### src/rtl/evt_irq_pkg.sv
package evt_irq_pkg;
  localparam int GRP_W_DEF    = 8;
  localparam int N_GROUPS_DEF = 3;
  localparam int ADDR_W_DEF   = 8;
  localparam int EVT_BASE_DEF = 'h10;
  localparam int MASK_BASE_DEF = 'h16;
endpackage

### src/rtl/evt_grp.sv
module evt_grp #(
  parameter int W = 8
) (
  input  logic         clk,
  input  logic         rst,
  input  logic [W-1:0] raw,
  input  logic         clr_en,
  input  logic [W-1:0] clr_bits,
  output logic [W-1:0] evt
);
  logic [W-1:0] raw_q;
  logic [W-1:0] rise;
  logic [W-1:0] clr;

  assign rise = raw & ~raw_q;
  assign clr  = clr_en ? clr_bits : '0;

  always_ff @(posedge clk) begin
    if (rst) begin
      raw_q <= raw;
      evt   <= '0;
    end else begin
      raw_q <= raw;
      evt   <= (evt & ~clr) | rise;
    end
  end
endmodule

### src/rtl/mask_grp.sv
module mask_grp #(
  parameter int W = 8
) (
  input  logic         clk,
  input  logic         rst,
  input  logic         we,
  input  logic [W-1:0] wdata,
  output logic [W-1:0] mask
);
  always_ff @(posedge clk) begin
    if (rst)     mask <= '1;
    else if (we) mask <= wdata;
  end
endmodule

### src/rtl/evt_irq_agg.sv
module evt_irq_agg
  import evt_irq_pkg::*;
#(
  parameter int GRP_W     = GRP_W_DEF,
  parameter int N_GROUPS  = N_GROUPS_DEF,
  parameter int ADDR_W    = ADDR_W_DEF,
  parameter int EVT_BASE  = EVT_BASE_DEF,
  parameter int MASK_BASE = MASK_BASE_DEF
) (
  input  logic                      clk,
  input  logic                      rst,
  input  logic [N_GROUPS*GRP_W-1:0] raw_evt,
  input  logic                      bus_wr,
  input  logic                      bus_rd,
  input  logic [ADDR_W-1:0]         bus_addr,
  input  logic [GRP_W-1:0]          bus_wdata,
  output logic [GRP_W-1:0]          bus_rdata,
  output logic                      irq_n
);
  localparam int EVT_W = N_GROUPS * GRP_W;

  logic [EVT_W-1:0]    evt_q;
  logic [EVT_W-1:0]    mask_q;
  logic [N_GROUPS-1:0] evt_hit;
  logic [N_GROUPS-1:0] mask_hit;
  logic [GRP_W-1:0]    rd_mux;

  for (genvar g = 0; g < N_GROUPS; g++) begin : g_grp
    localparam logic [ADDR_W-1:0] EA = ADDR_W'(EVT_BASE + g);
    localparam logic [ADDR_W-1:0] MA = ADDR_W'(MASK_BASE + g);

    assign evt_hit[g]  = (bus_addr == EA);
    assign mask_hit[g] = (bus_addr == MA);

    evt_grp #(.W(GRP_W)) u_evt (
      .clk      (clk),
      .rst      (rst),
      .raw      (raw_evt[g*GRP_W +: GRP_W]),
      .clr_en   (bus_wr & evt_hit[g]),
      .clr_bits (bus_wdata),
      .evt      (evt_q[g*GRP_W +: GRP_W])
    );

    mask_grp #(.W(GRP_W)) u_mask (
      .clk   (clk),
      .rst   (rst),
      .we    (bus_wr & mask_hit[g]),
      .wdata (bus_wdata),
      .mask  (mask_q[g*GRP_W +: GRP_W])
    );
  end

  always_comb begin
    rd_mux = '0;
    for (int g = 0; g < N_GROUPS; g++) begin
      if (evt_hit[g])  rd_mux = rd_mux | evt_q[g*GRP_W +: GRP_W];
      if (mask_hit[g]) rd_mux = rd_mux | mask_q[g*GRP_W +: GRP_W];
    end
  end

  always_ff @(posedge clk) begin
    if (rst) begin
      bus_rdata <= '0;
      irq_n     <= 1'b1;
    end else begin
      bus_rdata <= bus_rd ? rd_mux : '0;
      irq_n     <= ~|(evt_q & ~mask_q);
    end
  end
endmodule

### config.mk
export PLATFORM = sky130hd
export DESIGN_NAME = evt_irq_agg
export DESIGN_NICKNAME = d
export VERILOG_FILES = /design/src/rtl/evt_irq_pkg.sv /design/src/rtl/evt_grp.sv /design/src/rtl/mask_grp.sv /design/src/rtl/evt_irq_agg.sv
export SDC_FILE = /design/constraint.sdc
export NUM_CORES = 1
export LEC_CHECK = 0
export ABC_AREA = 1
export BUFFER_PORTS_ARGS = -buffer_cell sky130_fd_sc_hd__buf_2
export CORE_AREA = 2 2 80 82
export DETAILED_ROUTE_END_ITERATION = 10
export DIE_AREA = 0 0 82 84
export GPL_TIMING_DRIVEN = 0
export PLACE_DENSITY = 0.81
export SYNTH_ARGS = -nofsm -noshare
export SYNTH_HDL_FRONTEND = slang
export SYNTH_SLANG_ARGS = --single-unit
### constraint.sdc
create_clock -name clk -period 1.8 [get_ports clk]
set_input_delay 0.36 -clock clk [delete_from_list [all_inputs] [get_ports clk]]
set_output_delay 0.36 -clock clk [all_outputs]
set_load 0.02 [all_outputs]
==> metrics.cfg <==
[timing]
report.final.slew_viol_count=0
worst_pin_slew_ps=649
setup_viol=0
finalWorstSetupSlack_ps=596
rsz0062_at_grt=false
fin_setup_tns_ps=0
finalHoldViolCount=0
min_period_ps=1200
fin_skew_ps=10.2
fin_crit_sh_pct=66.9
fmax_mhz=830
slew_headroom_pct=56.7

[worst_setup_path]
crit_arrival_ps=1420
crit_type=input pin to flop
reg2reg_slack_ps=750
worstSetupEndpointType=flop
worst_r2r_path_depth=8
r2r-start=g_grp[2].u_mask.mask[0]
r2r_end=irq_n
worst-path-max-fanout=8
worst-endpoint-required_ps=2010
start_kind=input pin

[layout]
final_cell_mix=91 x nand2_1, 81 x dfxtp_1, 78 x nand3_1
final_layout_size_suffix_gt1_share_pct=20.1
area_delta_synth_final_pct=16.9
nNetsFinal=561
final_common_cell=nand2_1
fillers=575
num_antenna_cells=0

[cts]
cts_sinks=81
numCtsBuffers=9
cts.repair.resized=0
clk_latency_ps=360
cts_root_buffer=clkbuf_8
tritoncts=built
post_cts_buffers=0
cts_hold_buffers=0
clk_pin_slew_worst_paths_ps=80
clk_path_buf_depth=2
htreeDepth=3

[min_path]
holdPathEnd=g_grp[1].u_evt.raw_q[6]
hold_depth=1
hold_path.class=input pin to flop
hp-start=raw_evt[14]

[drt]
vias=3329
drcViolationCount=0
drtIter0Drc=265
wirelength_mm=9.10
firstDrtPassIters=7
routed_via_density=5.56
wire_per_inst_um=15.2
postRouteAntennaNets=0

[die]
std_cell_rows=29
die-area_mm2=0.00689
die_y_um=84
core_area_mm2=0.00610
initial_core_util_pct=57.4
die_w_um=82
ios=53

[placement]
dp_slack_ps=237
dpl.hpwl_mm=6.56
gp_congestion=0.956
portBuffers=50

[logic_synthesis]
ys_warn_count=0
syn_area_per_cell_um2=7.67
syn_area_mm2=0.00350
synth_seq_cells=81
synthCells=456
ys_seq_area_share_pct=46.4
yosysUniqueCellTypes=25
synthesis.nets=500

[outcome]
outcome=finished clean

[grt]
antenna_found_initial=0
grt_max_degree=14
grt_pass1_vias=3107
grt_pass1_wl_mm=14.6
groute.usage.overall_pct=28.3
grt.overflow.total=0

[power]
ir_worst_vdd_uv=564
p_leak_nw=1.98
total_power_w=0.00381
power.density_mw_per_mm2=932

[job]
max-cap-violations=0

state kept, by name, summed over array words and instances (netlist names):
signal             flops
irq_n                  1
g_grp.u_evt.raw_q     24
bus_rdata              8
g_grp.u_mask.mask     24
g_grp.u_evt.evt       24
cell usage after synthesis:
cell       n  area share [%]
nand4_1   25             4.5
buf_12     2             1.1
dfxtp_1   81              46
inv_2      9            0.97
nand3_2    1            0.29
nor3_1     1            0.14
nand3_1   78              11
o21ai_0    8             1.1
inv_1     52             5.6
a21oi_1   36             5.2
nand2_1   91             9.8
nor2_2     1            0.18
nor2_1    25             2.7
buf_8      4             1.7
buf_4      3            0.64
nand3_4    2             1.0
buf_6      3            0.97
buf_1      2            0.21
nor2_8     3             1.7
o21ai_1   12             1.7
buf_2      3            0.43
o22ai_1    2            0.36
nor2_4     2            0.64
clkbuf_1   3            0.32
nand2_2    7             1.3
where the power goes:
group          internal [W]  switching, W  leakage, nW
Combinational     0.0000999      0.000181         1.20
Sequential          0.00186     0.0000430        0.668
Clock              0.000958      0.000673        0.120
Total               0.00292      0.000896         1.98
cell families after synthesis:
logic type | share of synthesized area (%)
AOI/OAI and AO/OA | 8.37
and+or+nand+nor | 33.3
buffers and inverters | 12.0
DFF | 46.4
stage by stage:
step                      instance area [µm²]  utilization [%]  cells  hold WS [ps]
final                                    4090             67.1    599           107
after global routing                     4090             67.1    599           103
after CTS                                4090             67.1    599           104
after detailed placement                 3840             63.1    583           465
after global placement                   3840             63.1    583           463
after floorplan                          3500                -    456           388
per-layer routing:
layer / vias up / part of all wire (%) / GRT usage [%]
met3: 27 / 7.4 / 5.52
li1: 1615 / - / -
met2: 152 / 48 / 44.9
met1: 1535 / 42 / 36.2
met5: - / 0 / 0
met4: 0 / 3.2 / 14.1
layout make-up:
cell class / count / area (µm²) / share of cell area (%)
Sequential cell: 81 / 1620 / 39.7
Tap cell: 77 / 96.3 / 2.36
Clock buffer: 11 / 141 / 3.46
Clock inverter: 5 / 103 / 2.51
Timing Repair Buffer: 50 / 250 / 6.12
Multi-Input combinational cell: 294 / 1460 / 35.6
Buffer: 20 / 190 / 4.65
Inverter: 61 / 229 / 5.60
worst max-delay path, cell delays in order:
cell and delay [ps]:
buf_2 120, inv_2 80, nand3_1 80, nor2_1 460
nand3_1 150, nand2_1 100, a21oi_1 60
worst max-delay path by stage:
stage	depth (start not counted)	from	slack, ps	to
detailed placement	7	bus_addr[0]	240	g_grp[0].u_evt.evt[5]
finish	7	bus_addr[0]	600	g_grp[0].u_evt.evt[5]
global route	7	bus_addr[3]	430	g_grp[0].u_evt.evt[0]
CTS	1	bus_rdata[1]	590	bus_rdata[1]
floorplan	8	bus_addr[5]	550	g_grp[1].u_evt.evt[5]
global placement	9	bus_addr[5]	280	g_grp[1].u_evt.evt[4]
(Power assumes the default switching activity.)
